--- config.mk ---
export PLATFORM = sky130hd
export DESIGN_NAME = slot_hotplug_ctrl
export DESIGN_NICKNAME = d
export VERILOG_FILES = /design/src/rtl/hp_pkg.sv /design/src/rtl/hp_lowbit.sv /design/src/rtl/hp_slot_state.sv /design/src/rtl/hp_gpe.sv /design/src/rtl/slot_hotplug_ctrl.sv
export SDC_FILE = /design/constraint.sdc
export NUM_CORES = 1
export LEC_CHECK = 0
export CORE_ASPECT_RATIO = 0.8
export CORE_MARGIN = 1
export CORE_UTILIZATION = 45
export DETAILED_ROUTE_END_ITERATION = 12
export PLACE_DENSITY = 0.69
export SKIP_LAST_GASP = 1
export SYNTH_ARGS = -nofsm -noshare
export SYNTH_HDL_FRONTEND = slang
export SYNTH_HIERARCHICAL = 1
export SYNTH_SLANG_ARGS = --single-unit
--- constraint.sdc ---
create_clock -name clk -period 4.2 [get_ports clk]
set_input_delay 0.63 -clock clk [delete_from_list [all_inputs] [get_ports clk]]
set_output_delay 0.63 -clock clk [all_outputs]
set_load 0.05 [all_outputs]
--- src/rtl/hp_pkg.sv ---
package hp_pkg;
  // word index inside the register window (byte address / 4)
  localparam int unsigned WORD_UP    = 0;
  localparam int unsigned WORD_DOWN  = 1;
  localparam int unsigned WORD_EJECT = 2;
  localparam int unsigned WORD_RMV   = 3;
  localparam int unsigned WORD_GPE   = 4;
  // status/enable bit in GPE byte 0 that carries slot events
  localparam int unsigned GPE_HOT_BIT = 1;
endpackage

--- src/rtl/hp_lowbit.sv ---
module hp_lowbit #(
  parameter int unsigned W = 32
) (
  input  logic [W-1:0] vec,
  output logic [W-1:0] first
);
  logic [W:0] seen;
  assign seen[0] = 1'b0;
  for (genvar i = 0; i < W; i++) begin : g_bit
    assign first[i]  = vec[i] & ~seen[i];
    assign seen[i+1] = seen[i] | vec[i];
  end
endmodule

--- src/rtl/hp_slot_state.sv ---
module hp_slot_state #(
  parameter int unsigned N  = 32,
  parameter int unsigned SW = $clog2(N)
) (
  input  logic          clk,
  input  logic          rst,
  input  logic          evt_valid,
  input  logic [SW-1:0] evt_slot,
  input  logic          evt_remove,
  input  logic          evt_cold,
  input  logic [N-1:0]  fixed_mask,
  input  logic          ej_wr,
  input  logic [N-1:0]  ej_data,
  output logic [N-1:0]  present_o,
  output logic [N-1:0]  down_o,
  output logic [N-1:0]  hpen_o,
  output logic [N-1:0]  eject_o,
  output logic          hot_evt_o
);
  logic [N-1:0] present_q = '0;
  logic [N-1:0] down_q    = '0;
  logic [N-1:0] hpen_q    = '0;
  logic [N-1:0] eject_q   = '0;
  logic         rst_d     = 1'b0;

  logic [N-1:0] first_bit, sel, slot_hot, ins_set, rem_set;

  hp_lowbit #(.W(N)) u_lowbit (.vec(ej_data), .first(first_bit));

  assign sel      = ej_wr ? first_bit : '0;
  assign slot_hot = evt_valid ? (N'(1) << evt_slot) : '0;
  assign ins_set  = evt_remove ? '0 : slot_hot;
  assign rem_set  = evt_remove ? slot_hot : '0;
  assign hot_evt_o = evt_valid & (evt_remove | ~evt_cold);

  always_ff @(posedge clk) begin
    rst_d <= rst;
    if (rst) begin
      present_q <= present_q & ~(down_q & ~fixed_mask);
      down_q    <= '0;
      hpen_q    <= ~fixed_mask;
      eject_q   <= '0;
    end else begin
      present_q <= (present_q & ~(sel & hpen_q)) | ins_set;
      down_q    <= (down_q & ~sel) | rem_set;
      eject_q   <= sel & hpen_q;
    end
  end

  assign present_o = present_q;
  assign down_o    = down_q;
  assign hpen_o    = hpen_q;
  assign eject_o   = eject_q;


  ej_onehot_chk: assert property (@(posedge clk) disable iff (rst) $onehot0(eject_q));

  ej_source_chk: assert property (@(posedge clk) disable iff (rst)
    (|eject_q) |-> $past(ej_wr));

  ej_zero_chk: assert property (@(posedge clk) disable iff (rst)
    (ej_wr && ej_data == '0 && !evt_valid) |=> (down_q == $past(down_q) && present_q == $past(present_q)));

  always_ff @(posedge clk) begin
    if (rst_d && !rst) begin
      rst_drain_chk: assert (down_q == '0);
    end
  end
endmodule

--- src/rtl/hp_gpe.sv ---
module hp_gpe #(
  parameter int unsigned HALF = 2,
  parameter int unsigned IW   = $clog2(2 * HALF)
) (
  input  logic                 clk,
  input  logic                 rst,
  input  logic                 wr,
  input  logic [IW-1:0]        byte_sel,
  input  logic [7:0]           wdata,
  input  logic                 hot_set,
  output logic [HALF-1:0][7:0] sts_o,
  output logic [HALF-1:0][7:0] en_o,
  output logic                 sci_o
);
  import hp_pkg::*;
  localparam logic [7:0] HOT_MASK = 8'(1) << GPE_HOT_BIT;

  logic [HALF-1:0][7:0] sts_q, en_q, sts_d, en_d;
  logic                 sci_q;

  for (genvar b = 0; b < HALF; b++) begin : g_byte
    logic       clr_hit, en_hit;
    logic [7:0] set_bits;
    assign clr_hit  = wr && (byte_sel == IW'(b));
    assign en_hit   = wr && (byte_sel == IW'(HALF + b));
    assign set_bits = (b == 0 && hot_set) ? HOT_MASK : 8'h00;
    assign sts_d[b] = (sts_q[b] & ~(clr_hit ? wdata : 8'h00)) | set_bits;
    assign en_d[b]  = en_hit ? wdata : en_q[b];
  end

  always_ff @(posedge clk) begin
    if (rst) begin
      sts_q <= '0;
      en_q  <= '0;
      sci_q <= 1'b0;
    end else begin
      sts_q <= sts_d;
      en_q  <= en_d;
      sci_q <= sts_d[0][GPE_HOT_BIT] & en_d[0][GPE_HOT_BIT];
    end
  end

  assign sts_o = sts_q;
  assign en_o  = en_q;
  assign sci_o = sci_q;


  w1c_chk: assert property (@(posedge clk) disable iff (rst)
    (wr && byte_sel == '0 && wdata[GPE_HOT_BIT] && !hot_set) |=> !sts_q[0][GPE_HOT_BIT]);

  sci_level_chk: assert property (@(posedge clk) disable iff (rst)
    sci_q == (sts_q[0][GPE_HOT_BIT] & en_q[0][GPE_HOT_BIT]));

  set_wins_chk: assert property (@(posedge clk) disable iff (rst)
    hot_set |=> sts_q[0][GPE_HOT_BIT]);
endmodule

--- src/rtl/slot_hotplug_ctrl.sv ---
module slot_hotplug_ctrl #(
  parameter int unsigned NUM_SLOTS = 32,
  parameter int unsigned ADDR_W    = 5,
  parameter int unsigned DATA_W    = 32,
  parameter int unsigned GPE_HALF  = 2,
  localparam int unsigned SW       = $clog2(NUM_SLOTS)
) (
  input  logic                 clk,
  input  logic                 rst,
  input  logic                 evt_valid,
  input  logic [SW-1:0]        evt_slot,
  input  logic                 evt_remove,
  input  logic                 evt_cold,
  input  logic [NUM_SLOTS-1:0] fixed_mask,
  input  logic [ADDR_W-1:0]    reg_addr,
  input  logic                 reg_wr,
  input  logic                 reg_rd,
  input  logic [DATA_W-1:0]    reg_wdata,
  output logic [DATA_W-1:0]    reg_rdata,
  output logic                 sci_o,
  output logic [NUM_SLOTS-1:0] eject_o
);
  import hp_pkg::*;
  localparam int unsigned WORD_W = ADDR_W - 2;
  localparam int unsigned GIW    = $clog2(2 * GPE_HALF);

  logic [WORD_W-1:0]        word;
  logic [GIW-1:0]           gidx;
  logic                     ej_wr, gpe_wr, hot_evt;
  logic [NUM_SLOTS-1:0]     present, down, hpen;
  logic [GPE_HALF-1:0][7:0] gpe_sts, gpe_en;
  logic [2*GPE_HALF-1:0][7:0] gpe_bytes;
  logic [DATA_W-1:0]        rd_next;
  logic [DATA_W-1:0]        rdata_q;

  assign word   = reg_addr[ADDR_W-1:2];
  assign gidx   = reg_addr[GIW-1:0];
  assign ej_wr  = reg_wr && (word == WORD_W'(WORD_EJECT));
  assign gpe_wr = reg_wr && (word == WORD_W'(WORD_GPE));

  hp_slot_state #(.N(NUM_SLOTS)) u_slots (
    .clk(clk), .rst(rst),
    .evt_valid(evt_valid), .evt_slot(evt_slot),
    .evt_remove(evt_remove), .evt_cold(evt_cold),
    .fixed_mask(fixed_mask),
    .ej_wr(ej_wr), .ej_data(reg_wdata[NUM_SLOTS-1:0]),
    .present_o(present), .down_o(down), .hpen_o(hpen),
    .eject_o(eject_o), .hot_evt_o(hot_evt)
  );

  hp_gpe #(.HALF(GPE_HALF)) u_gpe (
    .clk(clk), .rst(rst),
    .wr(gpe_wr), .byte_sel(gidx), .wdata(reg_wdata[7:0]),
    .hot_set(hot_evt),
    .sts_o(gpe_sts), .en_o(gpe_en), .sci_o(sci_o)
  );

  assign gpe_bytes = {gpe_en, gpe_sts};

  always_comb begin
    rd_next = '0;
    case (word)
      WORD_W'(WORD_UP):   rd_next = DATA_W'(present & hpen);
      WORD_W'(WORD_DOWN): rd_next = DATA_W'(down);
      WORD_W'(WORD_RMV):  rd_next = DATA_W'(hpen);
      WORD_W'(WORD_GPE):  rd_next = DATA_W'(gpe_bytes[gidx]);
      default:            rd_next = '0;
    endcase
  end

  always_ff @(posedge clk) begin
    if (rst) rdata_q <= '0;
    else if (reg_rd) rdata_q <= rd_next;
  end

  assign reg_rdata = rdata_q;


  cold_quiet_chk: assert property (@(posedge clk) disable iff (rst)
    (evt_valid && !evt_remove && evt_cold && !gpe_sts[0][GPE_HOT_BIT]) |=> !gpe_sts[0][GPE_HOT_BIT]);

  remove_down_chk: assert property (@(posedge clk) disable iff (rst)
    (evt_valid && evt_remove) |=> down[$past(evt_slot)]);
endmodule

==> results of run 1 <==
[cells in the final DEF, fill, tap and decap left out, drive strengths merged, types with 9 or more instances in the layout]
| master | n |
|---|---|
| clkbuf | 22 |
| buf | 15 |
| clkdlybuf4s50 | 142 |
| edfxtp | 32 |
| nand2b | 16 |
| o21ai | 55 |
| a22oi | 63 |
| and3b | 9 |
| and3 | 14 |
| dfxtp | 161 |
| a32oi | 24 |
| a21oi | 79 |
| inv | 105 |
| nor2 | 84 |
| nand4b | 31 |
| nand2 | 115 |
| mux2i | 24 |
[per-stage QoR]
step           worst slack (ps)  hold slack (ps)  instances  utilization
5_1_grt                     950              472       1356        0.575
6_report                   1060              450       1356        0.575
3_5_place_dp                674              438       1324        0.545
2_1_floorplan              1560              425        972            -
3_3_place_gp                754              435       1324        0.545
4_1_cts                    1120              449       1356        0.575
[cells in the mapped netlist, types with 2 or more instances]
library cell / instances / share of area
buf_4: 5 / 0.0043
nor4b_4: 4 / 0.011
a221oi_1: 7 / 0.0070
nor4_1: 4 / 0.0028
mux2_2: 8 / 0.010
nand2b_1: 16 / 0.011
o21ai_0: 55 / 0.031
and4b_1: 3 / 0.0034
a22oi_1: 61 / 0.052
or4_4: 2 / 0.0026
a21oi_2: 4 / 0.0040
edfxtp_1: 32 / 0.11
and2_1: 7 / 0.0050
nor3b_2: 5 / 0.0071
clkbuf_1: 27 / 0.012
and3_1: 14 / 0.0099
and4bb_4: 4 / 0.0074
a222oi_1: 7 / 0.0080
nor3_1: 3 / 0.0017
buf_2: 19 / 0.011
a21oi_1: 75 / 0.043
nor2b_1: 4 / 0.0028
buf_6: 5 / 0.0064
mux2i_1: 24 / 0.027
nor2_1: 83 / 0.035
and3b_1: 8 / 0.0080
nor3b_1: 2 / 0.0017
nand2_1: 115 / 0.049
a32oi_1: 24 / 0.024
and4bb_2: 2 / 0.0028
nand4b_1: 31 / 0.031
a31oi_1: 2 / 0.0014
o32a_1: 7 / 0.0080
nor4_4: 2 / 0.0048
dfxtp_1: 161 / 0.37
inv_1: 105 / 0.045
a22oi_2: 2 / 0.0028
nand3b_1: 4 / 0.0034
nor4b_1: 3 / 0.0030
nor4bb_1: 2 / 0.0023
buf_1: 7 / 0.0030
and4b_4: 4 / 0.0062
[layout make-up]
type	count	area, sq um	share of cell area
Sequential cell	193	4180	0.381
Tap cell	258	323	0.0294
Clock inverter	10	110	0.0100
Multi-Input combinational cell	611	3930	0.358
Inverter	105	394	0.0359
Clock buffer	22	464	0.0423
Timing Repair Buffer	157	1570	0.143
[metal layers]
layer  vias up  routed length [um]
met5         -                   0
li1       3666                   -
met2       319               10400
met1      3643               12400
met4         0                 327
met3        25                1920
[path summary, 6_finish.rpt]
path,startpoint,end,slack [ps],depth (start not counted)
setup reg to reg,u_slots/present_o[2]$_DFF_P_,reg_rdata[2]$_SDFFE_PP0P_,3070,3
hold reg to reg,u_gpe/sts_o[9]$_SDFF_PP0_,u_gpe/sts_o[9]$_SDFF_PP0_,450,2
setup / recovery,reg_wdata[1],u_slots/present_o[18]$_DFF_P_,1060,8
hold / removal,u_gpe/sts_o[9]$_SDFF_PP0_,u_gpe/sts_o[9]$_SDFF_PP0_,450,2
[power groups by stage]
stage          Combinational, W  Clock (W)  Sequential (W)
2_1_floorplan          0.000168          0         0.00201
3_3_place_gp           0.000362          0         0.00199
3_5_place_dp           0.000365          0         0.00199
4_1_cts                0.000367    0.00162         0.00195
6_report               0.000370    0.00161         0.00195
5_1_grt                0.000397    0.00171         0.00195
[state kept, by name, indices dropped and copies added (netlist names)]
register,count
reg_rdata,32
u_gpe/en_o,16
u_gpe/sci_o,1
u_gpe/sts_o,16
u_slots/down_o,32
u_slots/eject_o,32
u_slots/hpen_o,32
u_slots/present_o,32
[cells by family (layout without fill, tap and decap cells)]
| logic type | after synthesis | count (layout) | synth area share |
|---|---|---|---|
| multiplexers | 32 | 32 | 0.0375 |
| AO/OA/AOI/OAI | 249 | 249 | 0.186 |
| buffers and inverters | 168 | 294 | 0.0806 |
| flip-flops | 193 | 193 | 0.475 |
| AND/OR/NAND/NOR | 330 | 330 | 0.221 |
[tightest hold or removal path, delay by kind of cell, from the launching register on]
family / cells / cell delay [ps]
flip-flops: 1 / 310
AND/OR/NAND/NOR: 1 / 60
AO/OA/AOI/OAI: 1 / 40
==> results.toml, run 1 <==
[layout]
antenna_cells = 0
drive_above_1_share = 0.0783
syn_to_final_growth_pct = 24.5
num-fill-cells = 1698
final_cell_area_sq_um = 11000
finalNetCount = 1166

[setup_path]
crit_slowest_cell = "or4_4"
critPathRequiredTime_ps = 4510
worst_path_most_repeated_cell = "or4_4"
startpoint_type = "input pin"
critPathBufInv = 1
cp_max_fo = 8
cp_cell_sequence = "clkdlybuf4s50_1, or4_4, or4_4, nor3b_2, and3b_1, nand4b_1, a22oi_1, a21oi_1"
cp-end-kind = "flip-flop"
arrival_ps = 3450
worst_path_dominant_cell_family = "simple AND/OR/NAND/NOR gates"
critPathKind = "in2reg"
max_stage_delay_ps = 650

[clock_network]
numCtsBuffers = 17
cts_root_buf = "clkbuf_16"
postCtsHoldBufs = 0
postCtsSetupBuffers = 0
cts_resized = 0
clk_pin_slew_ps = 60
clk_latency_ps = 430
numClockSinks = 193
h-tree-depth = 4
cts_tree = "built"
cts.path.max_buffers = 2

[hold_path]
min_path_type = "reg2reg"

[placed_design]
io_buffers = 145
dp_hpwl_um = 16600
placed_cell_area_sq_um = 10400
routabilityCongestion = 0.828

[synth]
async_flop_share = 0
yosysWarnings = 6
synth_edf_count = 32
ys.flop_type = "dfxtp_1"
syn_area_per_cell_sq_um = 9.07
yosysUniqueCellTypes = 55
syn_inst = 972
syn-num-nets = 1053
ys_seq_area_frac = 0.475
syn_area_sq_um = 8810
ys_ff_latch = 193

[sta]
slew_headroom = 0.397
hold_viol = 0
finClkSkew_ps = 6.06
finalSetupTns_ps = 0
clock.fmax_ghz = 0.318
finalSetupViolCount = 0
finalMaxSlewViolations = 0
post-route-min-period_ps = 3140
rsz0062_at_grt = "no"
tightest_slew_ps = 901
finalCritPeriodShare = 0.748

[floorplanning]
coreArea_sq_um = 19100
die-area_sq_um = 20100
ios = 146
dieHeight_um = 127
row_count = 45
start_util = 0.462
die_w_um = 158

[power]
switchingPower_w = 0.000954
internal_power_w = 0.00298
p_clk_frac = 0.410
vdd_drop_max_mv = 0.225
power_w = 0.00393
swShare = 0.243
p_seq_frac = 0.496
combPwrFrac = 0.094
p_leak_nw = 4.25
powerDensity_nw_per_um2 = 358

[outcome]
outcome = "completed"

[global_routing]
grt_max_degree = 78
met2_usage = 0.352
grtUsageTotal = 0.251
grt_overflow_total = 0
grt_pass1_vias = 7109
grt_pass1_wl_um = 38700
antenna_found_initial = 0
global_route.usage.met3 = 0.0482
grtUsageMet1 = 0.386
top_usage_layer = "met1"

[detailed_routing]
drt_iter0_drc = 603
drc = 0
avgRoutedWirePerCell_um = 18.4
vias_per_cell = 5.64
vias = 7653
drt-pass1-iter-count = 8
ant_nets = 0
routed_wirelength_um = 25000

[run]
drv_cap = 0
No activity file was read; power rests on OpenSTA's default activity.
==> run 2: changes to the inputs <==
--- a/config.mk
+++ b/config.mk
@@ -9,7 +9,7 @@
 export CORE_MARGIN = 1
 export CORE_UTILIZATION = 45
 export DETAILED_ROUTE_END_ITERATION = 12
-export PLACE_DENSITY = 0.69
+export PLACE_DENSITY = 0.72
 export SKIP_LAST_GASP = 1
 export SYNTH_ARGS = -nofsm -noshare
 export SYNTH_HDL_FRONTEND = slang
==> constraint.sdc (replaced) <==
create_clock -name clk -period 2.7 [get_ports clk]
set_input_delay 0.405 -clock clk [delete_from_list [all_inputs] [get_ports clk]]
set_output_delay 0.405 -clock clk [all_outputs]
set_load 0.05 [all_outputs]
==> run 2 against run 1 <==
  * Sequential power is 55% higher
  * Routed wire length is 2.4% higher
  * Critical path type unchanged
  * Highest routed layer unchanged
  * Clock power is 64% higher
  * Hold slack worse by 1.1 ps
  * Register-to-register slack worse by 1500 ps
  * Critical path depth is 2 higher
==> results.toml, run 2 (synthesized netlist as in run 1, its figures left out) <==
[sta]
fin_ws_ps = 35.9
finalSetupViolCount = 0
rsz0062_at_grt = "no"
finClkSkew_ps = 9.02
hold_viol = 0
post-route-min-period_ps = 2660
finalMaxSlewViolations = 0
tightest_slew_ps = 688
holdWs_ps = 449
clock.fmax_ghz = 0.375
finalCritPeriodShare = 0.987
slew_headroom = 0.540
finalSetupTns_ps = 0

[floorplanning]
coreArea_sq_um = 19100
ios = 146
row_count = 45
die-area_sq_um = 20100
start_util = 0.462
die_w_um = 158
dieHeight_um = 127

[global_routing]
grt_pass1_vias = 7312
antenna_found_initial = 1
grt_overflow_total = 0
grt_pass1_wl_um = 39800
grt_max_degree = 65
grtUsageTotal = 0.258

[run]
drv_cap = 0

[layout]
finalNetCount = 1221
syn_to_final_growth_pct = 30.3
final_cell_mix = "161 x dfxtp_1, 142 x clkdlybuf4s50_1, 115 x nand2_1"
final_cell_area_sq_um = 11500
num-fill-cells = 1632
final_common_cell = "dfxtp_1"
drive_above_1_share = 0.125

[detailed_routing]
vias = 7947
avgRoutedWirePerCell_um = 18.1
drt_iter0_drc = 895
ant_nets = 0
drt-pass1-iter-count = 9
vias_per_cell = 5.63
routed_wirelength_um = 25600
drc = 0

[placed_design]
placed_cell_area_sq_um = 10800
routabilityCongestion = 0.846
pre_cts_ws_ps = -394
dp_hpwl_um = 17200
io_buffers = 145

[clock_network]
cts_tree = "built"
cts.path.max_buffers = 2
postCtsSetupBuffers = 0
postCtsHoldBufs = 0
numCtsBuffers = 17
numClockSinks = 193
h-tree-depth = 4
clk_latency_ps = 440
cts_resized = 0
cts_root_buf = "clkbuf_16"
clk_pin_slew_ps = 70

[setup_path]
arrival_ps = 2960
cp-end-kind = "flip-flop"
cp_max_fo = 4
r2r_start = "u_slots/present_o[4]$_DFF_P_"
reg2reg_to = "reg_rdata[4]$_SDFFE_PP0P_"
rr_worst_depth = 3
critPathRequiredTime_ps = 2990
rrSetupSlack_ps = 1540
startpoint_type = "input pin"
critPathKind = "in2reg"

[power]
vdd_drop_max_mv = 0.336
power_w = 0.00628
p_leak_nw = 4.57
powerDensity_nw_per_um2 = 547

[hold_path]
hold-path-endpoint = "u_gpe/sts_o[14]$_SDFF_PP0_"
min_path_type = "reg2reg"
min-delay-start = "u_gpe/sts_o[14]$_SDFF_PP0_"
min_path_cells = 2

[outcome]
outcome = "completed"
## run 2: cell count changes in the layout (fill, tap and decap cells not counted), sizes merged
cell and change:
clkinvlp -3, clkinv -1, inv +3, diode +1, clkbuf +3, buf +55
bufinv -2
## run 2: worst max-delay path by stage
stage	start	endpoint	cells after the start
final	reg_wdata[1]	u_slots/present_o[13]$_DFF_P_	10
after global routing	reg_wdata[1]	u_slots/present_o[27]$_DFF_P_	8
after CTS	reg_wdata[1]	u_slots/present_o[13]$_DFF_P_	10
after detailed placement	reg_wdata[1]	u_slots/present_o[13]$_DFF_P_	10
after global placement	reg_wdata[1]	u_slots/present_o[13]$_DFF_P_	10
after floorplan	reg_wdata[1]	u_slots/present_o[27]$_DFF_P_	7
## run 2: layout make-up
type / count / area [sq um] / area share
antenna: 1 / 2.50 / 0.000218
clock buffer: 25 / 582 / 0.0507
clock inverter: 7 / 52.6 / 0.00458
inverter: 105 / 394 / 0.0343
multi-input combinational: 611 / 3940 / 0.343
sequential: 193 / 4180 / 0.364
tap: 258 / 323 / 0.0281
timing repair buffer: 212 / 2000 / 0.175
## run 2: report_power, final
part,internal [W],switching [W]
Combinational,0.000260,0.000351
Clock,0.00151,0.00112
Sequential,0.00299,0.0000453
## run 2: worst max-delay path, stage by stage
cell and delay, ps:
clkdlybuf4s50_1 420, or4_4 550, buf_4 170, nor4_1 330
buf_4 190, and3_1 250, and3_1 240, nand4b_1 130
a22oi_1 210, a21oi_1 60
## run 2: metrics by stage
step,instances,utilization
after floorplan,972,-
after global placement,1379,0.568
after detailed placement,1379,0.568
after CTS,1411,0.601
after global routing,1411,0.601
final,1412,0.602
## run 2: per-layer routing
layer	vias up	wire length, um	GRT usage
met3	22	2300	0.0536
met4	0	355	0.0769
li1	3771	-	-
met1	3789	12200	0.388
met5	-	0	0
met2	365	10800	0.367
==> run 3: changes to the inputs <==
--- a/config.mk
+++ b/config.mk
@@ -9,6 +9,7 @@
 export CORE_MARGIN = 1
 export CORE_UTILIZATION = 45
 export DETAILED_ROUTE_END_ITERATION = 12
+export HOLD_SLACK_MARGIN = 0.15
 export PLACE_DENSITY = 0.72
 export SKIP_LAST_GASP = 1
 export SYNTH_ARGS = -nofsm -noshare
==> constraint.sdc (replaced) <==
create_clock -name clk -period 2.7 [get_ports clk]
set_input_delay 0.405 -clock clk [delete_from_list [all_inputs] [get_ports clk]]
set_output_delay 0.405 -clock clk [all_outputs]
set_load 0.005 [all_outputs]
==> results of run 3 <==
The final DEF is identical to that of run 2. Status: completed.
Main changes from that run: total power 0.00628 W -> 0.00625 W
